**src/rtl/host_reg_bridge.sv**
```systemverilog
module host_reg_bridge #(
  parameter int AW = 10
) (
  input  logic          clk,
  input  logic          rst_n,
  input  logic          byte_mode,
  input  logic          cs_n,
  input  logic          rd_n,
  input  logic          wr_n,
  input  logic [AW-1:0] haddr,
  input  logic [15:0]   hdin,
  output logic [15:0]   hdout,
  output logic          hd_oe,
  output logic          reg_rd,
  output logic [AW-1:0] reg_raddr,
  input  logic [15:0]   reg_rdata,
  output logic          reg_wr,
  output logic [AW-1:0] reg_waddr,
  output logic [15:0]   reg_wdata,
  output logic          core_rst,
  output logic          mem_test
);
  localparam logic [AW-1:0] OFS_CTL = AW'(0);
  localparam logic [AW-1:0] OFS_PTR = AW'(2);
  localparam logic [AW-1:0] OFS_WIN = AW'(4);

  logic rd1, rd2, wr1, wr2, cs1, wv;
  logic [AW-1:0] ha_q, wa;
  logic [15:0] wd, dout;
  logic [7:0] wstage, rstage;
  logic ind, mt;
  logic [AW-1:0] iar;

  always_ff @(posedge clk or negedge rst_n)
    if (!rst_n) begin
      rd1 <= 1'b1; rd2 <= 1'b1; wr1 <= 1'b1; wr2 <= 1'b1; cs1 <= 1'b1;
      ha_q <= '0;
    end else begin
      rd1 <= rd_n; rd2 <= rd1; wr1 <= wr_n; wr2 <= wr1; cs1 <= cs_n;
      ha_q <= haddr;
    end

  wire rfire = rd2 & ~rd1 & ~cs1;
  wire wfire = wr1 & ~wr2 & wv;

  // write side decode
  wire [AW-1:0] w_word = {wa[AW-1:1], 1'b0};
  wire w_lo   = wa[0];
  wire w_ctl  = (w_word == OFS_CTL);
  wire w_ptr  = ind & (w_word == OFS_PTR);
  wire w_win  = ind & (w_word == OFS_WIN);
  wire w_pass = ind ? w_win : ~w_ctl;
  wire [15:0] wval = !byte_mode ? wd : (w_lo ? {8'h00, wd[7:0]} : {wd[7:0], 8'h00});
  wire ctl_lane = ~byte_mode | w_lo;
  wire ctl_wr = wfire & w_ctl & ctl_lane;
  wire srst = ctl_wr & wval[7];

  wire [15:0] iar16 = 16'(iar);
  wire [15:0] iar_w = !byte_mode ? wd : (w_lo ? {iar16[15:8], wd[7:0]} : {wd[7:0], iar16[7:0]});
  wire [AW-1:0] iar_nx = srst ? '0 : ((wfire & w_ptr) ? AW'(iar_w) : iar);
  wire ind_nx = srst ? 1'b0 : (ctl_wr ? wval[0] : ind);
  wire mt_nx  = srst ? 1'b0 : (ctl_wr ? wval[5] : mt);

  assign reg_wr    = wfire & w_pass & (~byte_mode | w_lo);
  assign reg_waddr = w_win ? {iar[AW-1:1], 1'b0} : w_word;
  assign reg_wdata = byte_mode ? {wstage, wd[7:0]} : wd;
  assign core_rst  = srst;
  assign mem_test  = mt;

  // read side decode, with the pending write forwarded
  wire [AW-1:0] r_word = {ha_q[AW-1:1], 1'b0};
  wire r_lo   = ha_q[0];
  wire r_ctl  = (r_word == OFS_CTL);
  wire r_ptr  = ind_nx & (r_word == OFS_PTR);
  wire r_win  = ind_nx & (r_word == OFS_WIN);
  wire r_pass = ind_nx ? r_win : ~r_ctl;
  wire [15:0] rloc = r_ctl ? {10'd0, mt_nx, 4'd0, ind_nx} : (r_ptr ? 16'(iar_nx) : 16'h0000);

  assign reg_rd    = rfire & r_pass & (~byte_mode | ~r_lo);
  assign reg_raddr = r_win ? {iar_nx[AW-1:1], 1'b0} : r_word;

  always_ff @(posedge clk or negedge rst_n)
    if (!rst_n) begin
      wa <= '0; wd <= '0; wv <= 1'b0;
      ind <= 1'b0; mt <= 1'b0; iar <= '0;
      wstage <= '0; rstage <= '0; dout <= '0;
    end else begin
      if (!cs_n && !wr_n) begin
        wa <= haddr; wd <= hdin; wv <= 1'b1;
      end else if (wfire) wv <= 1'b0;
      ind <= ind_nx; mt <= mt_nx; iar <= iar_nx;
      if (srst) begin
        wstage <= '0; rstage <= '0;
      end else if (wfire & w_pass & byte_mode & ~w_lo) wstage <= wd[7:0];
      if (rfire) begin
        if (!byte_mode) dout <= r_pass ? reg_rdata : rloc;
        else if (r_pass) begin
          if (!r_lo) begin
            dout <= {8'h00, reg_rdata[15:8]};
            rstage <= reg_rdata[7:0];
          end else dout <= {8'h00, rstage};
        end else dout <= {8'h00, r_lo ? rloc[7:0] : rloc[15:8]};
      end
    end

  assign hdout = dout;
  assign hd_oe = ~cs_n & ~rd_n;


  reg_wr_once_chk: assert property (@(posedge clk) disable iff (!rst_n) reg_wr |=> !reg_wr);

  reg_rd_once_chk: assert property (@(posedge clk) disable iff (!rst_n) reg_rd |=> !reg_rd);

  soft_rst_clear_chk: assert property (@(posedge clk) disable iff (!rst_n)
    core_rst |=> (iar == '0 && !mem_test && !ind));

  ptr_hold_chk: assert property (@(posedge clk) disable iff (!rst_n) !wfire |=> $stable(iar));

  mt_hold_chk: assert property (@(posedge clk) disable iff (!rst_n) !wfire |=> $stable(mem_test));
endmodule

```
**config.mk**
```make
export PLATFORM = sky130hd
export DESIGN_NAME = host_reg_bridge
export DESIGN_NICKNAME = d
export VERILOG_FILES = /design/src/rtl/host_reg_bridge.sv
export SDC_FILE = /design/constraint.sdc
export NUM_CORES = 1
export LEC_CHECK = 0
export BUFFER_PORTS_ARGS = -buffer_cell sky130_fd_sc_hd__buf_2
export CAP_MARGIN = 10
export CORE_MARGIN = 2
export CORE_UTILIZATION = 45
export CTS_CLUSTER_DIAMETER = 120
export DETAILED_ROUTE_END_ITERATION = 10
export HOLD_SLACK_MARGIN = 0.08
export PLACE_DENSITY = 0.71
export SETUP_SLACK_MARGIN = 0.3
export SLEW_MARGIN = 30
export SYNTH_ARGS = -nofsm -noshare
export SYNTH_HDL_FRONTEND = slang
export SYNTH_SLANG_ARGS = --single-unit
export TNS_END_PERCENT = 30
```
**constraint.sdc**
```tcl
create_clock -name clk -period 2.2 [get_ports clk]
set_input_delay 0.22 -clock clk [delete_from_list [all_inputs] [get_ports clk]]
set_output_delay 0.22 -clock clk [all_outputs]
set_load 0.02 [all_outputs]
```
### Word-level counts from Yosys, hierarchy flattened

Cells that the tools add are included.

* register bits: 86
* input bits: 48
* output and inout port bits: 57
* word-level logic and storage cells: 88

* eq/ne operators: 4
* mux-type cells: 31
* bitwise logic cells: 31
* reductions and logical operators: 7

Operators by type and width (number)
* 8-bit two-way mux: 11
* 10-bit two-way mux: 8
* 16-bit two-way mux: 4
* 10-bit zero test: 2
* 1-bit bitwise AND: 19
* 9-bit by 1-bit equality test with 1-bit output, second input constant: 2
* 9-bit by 2-bit equality test with 1-bit output, second input constant: 2
* 1-bit NOT: 10
* 1-bit two-way mux: 8
* 2-bit nonzero test: 2
* 1-bit zero test: 2
* 1-bit OR: 2
* 1-bit logical AND: 1

### Longest topological paths before layout

* depth after elaboration: 13
* gate-level depth with buffers: 8
* depth with buffers taken out: 6

### Worst setup path before layout

Ideal clock, no wire load.

* path type: register -> output
* start: register wa[5]
* end: output port reg_raddr[2]
* data arrival time: 2333 ps
* slack: -353 ps
* cell stages (with the launch flop): 8
* path buffers: 1
* cells stage by stage: dfrtp_1 or4_4 nor3_4 nand2_2 mux2_4 and3_1 buf_6 a31oi_1

* longest elaborated chain between the ends: 7
* elaborated cells between the ends (all ways): 13

RTL lines
* start: declaration: line 28 `logic [AW-1:0] ha_q, wa;`
* start signal: assignment: line 84 `wa <= '0; wd <= '0; wv <= 1'b0;`
* start signal: assignment: line 89 `wa <= haddr; wd <= hdin; wv <= 1'b1;`
* 10-bit zero test (*): line 49 `wire w_ctl = (w_word == OFS_CTL);`
* 1-bit bitwise AND (*) (2 in a row): line 55 `wire ctl_wr = wfire & w_ctl & ctl_lane;`
* 1-bit two-way mux or 1-bit bitwise AND (tied branches): line 61, 56
* 1-bit two-way mux (*): line 61 `wire ind_nx = srst ? 1'b0 : (ctl_wr ? wval[0] : ind);`
* net ind_nx: line 61
* 1-bit bitwise AND (*): line 75 `wire r_win = ind_nx & (r_word == OFS_WIN);`
* 10-bit two-way mux (*): line 80 `assign reg_raddr = r_win ? {iar_nx[AW-1:1], 1'b0} : r_word;`
* end: declaration: line 15 `output logic [AW-1:0] reg_raddr,`

The timed path passes the listed nets; every way through them passes the cells marked *.

### Worst setup path in the final report

* start: register wa[7]
* end: output port reg_raddr[1]

Same word-level chain as after synthesis.

==> reports/results.ini <==
[synthesis]
yosysTopAreaCell=dfrtp_1
synth-seq-cells=86
synthArstFlopShare_pct=100
yosysMostFrequentCell=dfrtp_1
synthCells=369
synth_top_area_share_pct=49.6
synthTopCellsByArea=dfrtp_1 50%, mux2_2 7.4%, mux2i_1 6.4%
synth_cell_types=52
synth_edf_count=0
ys.flop_type=dfrtp_1
synth_common_cells=81 x dfrtp_1, 44 x nand2_1, 27 x mux2_2
syn_area_per_cell_um2=11.1
synth_seq_area_share_pct=52.8
synth_area_um2=4080
yosysWarnings=0

[sta]
hold_viol=0
clock.fmax_ghz=0.367
finalSetupViolCount=46
worst_pin_slew_ns=0.570
slew_headroom_pct=62.0
fin_crit_ns=2.73
fin_ws_ns=-0.527
fin_crit_sh_pct=124
fin_skew_ns=0.0151
rsz0062_at_grt=yes
hold-worst-slack_ns=0.0898
drv_slew=0

[critical_path]
critical_path_class=reg -> out
max_stage_delay_ns=0.58
cp.required_ns=1.98
path_buf_inv=1
path_max_fanout=5
crit_family=simple AND/OR/NAND/NOR gates
end_kind=primary output
arrival_ns=2.51
crit_path_start_kind=flip-flop
cpMaxStageDelayCell=or4_4
crit_path_cell_trace=or4_4 > nor3_4 > nand2_2 > mux2_4 > and3_4 > a21o_1 > buf_2

[layout]
regArea_um2=2160
fillers=682
multi_input_area_um2=1790
final_cells=659
postLayoutCellArea_um2=5760
fin_nets=595
areaGrowthSynthToFinish_pct=41.1
drive_gt1_share_pct=42.8
postLayoutCoreUtil_pct=65.7
antennaDiodeCount=0

[global_route]
antenna_found_initial=0
grt_pass1_wl_um=18000
grt_pass1_vias=3547
globalRouteOverflowTotal=0
grt_start_max_net_pins=46
grt_util_all_layers_pct=23.4

[drt]
antenna_left=0
viasPerCell=5.31
drt_wl_total_um=11300
dr.first_iter.drc_count=153
vias=3496
wire_per_inst_um=17.1
firstDrtPassIters=4
drc=0

[power]
switching_share_pct=29.7
p_per_area_nw_per_um2=737
switchingPower_mw=1.26
p_leak_nw=3.00
seqPwrFrac_pct=46.3
combinationalPowerShare_pct=24.2
finalPower_mw=4.25
peakVddDrop_uv=464
clkPwrFrac_pct=29.5
intPower_mw=2.99

[placed_design]
io_buffer_count=102
dpl_cell_area_um2=5010
dp.cells=602
dp.final_hpwl_um=7810
gp_congestion=0.895

[clock_tree]
htreeDepth=3
cts_buffer_depth=2
root_buffer=clkbuf_8
clkTransAtPathRegs_ns=0.09
cts_buffers=9
cts.sinks=86
cts_tree=yes
clk_latency_ns=0.36

[die]
start_util_pct=46.6
std_cell_rows=34
die_area_um2=9850
die_h_um=99.3
die-width_um=99.3
ios=105
core_area_um2=8760

[run_status]
status=complete, but fails checks
violations=setup timing

[worst_hold_path]
hold_path.class=in -> reg

[job]
drv_cap=0

[final cells by class]
| type | instances | share of cell area (%) |
|---|---|---|
| Timing Repair Buffer | 192 | 23.8 |
| Tap cell | 108 | 2.35 |
| Clock buffer | 12 | 2.69 |
| Sequential cell | 86 | 37.5 |
| Multi-Input combinational cell | 236 | 31.1 |
| Inverter | 22 | 1.43 |
| Clock inverter | 3 | 1.17 |
[worst paths after layout]
check | from | slack [ns] | cells past startpoint | end
hold reg to reg | rd1$_DFF_PN1_ | 0.38 | 0 | rd2$_DFF_PN1_
hold / removal | reg_rdata[13] | 0.09 | 2 | hdout[13]$_DFFE_PN0P_
max in group asynchronous | rst_n | 1.12 | 3 | wr2$_DFF_PN1_
setup reg to reg | wa[7]$_DFFE_PN0P_ | -0.50 | 12 | hdout[8]$_DFFE_PN0P_
setup / recovery | wa[7]$_DFFE_PN0P_ | -0.53 | 7 | reg_raddr[1]
min in group asynchronous | rst_n | 0.39 | 2 | hdout[11]$_DFFE_PN0P_
[layout by cell type (no fill, tap or decap), drive strengths merged, types with 3 or more instances in the layout]
| cell | n |
|---|---|
| a21o | 20 |
| a22o | 6 |
| o21ai | 16 |
| mux2i | 26 |
| inv | 22 |
| clkbuf | 13 |
| nor2b | 4 |
| o211ai | 3 |
| nor3 | 6 |
| or3 | 3 |
| a221o | 7 |
| and3 | 5 |
| dfrtp | 81 |
| nand3b | 3 |
| a21oi | 6 |
| a211oi | 7 |
| nand4 | 3 |
| mux2 | 28 |
| dfstp | 5 |
| nand2 | 45 |
| dlygate4sd3 | 27 |
| a21boi | 4 |
| buf | 164 |
| or4 | 4 |
| and2 | 3 |
| nor2 | 19 |
[state kept, by name, indices dropped and copies added, names as in the netlist]
signal    count
cs1           1
ha_q         10
hdout        16
iar          10
ind           1
mem_test      1
rd1           1
rd2           1
rstage        8
wa           10
wd           16
wr1           1
wr2           1
wstage        8
wv            1
[stage by stage]
stage          setup WS (ns)  setup TNS (ns)
3_5_place_dp          -0.221           -5.30
4_1_cts               -0.558          -15.58
3_3_place_gp          -0.169           -3.60
2_1_floorplan         -0.154           -1.79
6_report              -0.527          -16.08
5_1_grt               -0.570          -19.08
[cell families (layout without fill, tap and decap cells)]
family	after synthesis	in the layout	share of synthesized area (%)
AND/OR/NAND/NOR	100	101	12.7
flip-flops	86	86	52.8
AO/OA/AOI/OAI	79	79	14.3
multiplexers	54	54	14.2
buffers and inverters	49	229	5.85
other	1	2	0.0918
[layer usage]
layer	share of wire [%]	GRT usage, %
met1	44	31.3
met2	48	37.9
met3	5.2	4.22
met4	2.5	9.69
met5	0	0
[power groups by stage]
stage                     Clock, mW  Sequential [mW]  Combinational, mW
after global placement            0             1.98              0.941
after floorplan                   0             2.01              0.560
after detailed placement          0             1.99              0.959
final                          1.25             1.97               1.03
after CTS                      1.28             1.96               1.02
after global routing           1.34             1.99               1.12
[what timing repair did]
action,4_1_cts,5_1_grt
gates resized for setup,21,9
endpoints found under the hold margin,67,0
pin swaps,7,13
buffers inserted,9,4
hold buffers,27,0
endpoints found under the setup margin,62,65
cloned,1,1
(Power assumes the default switching activity.)
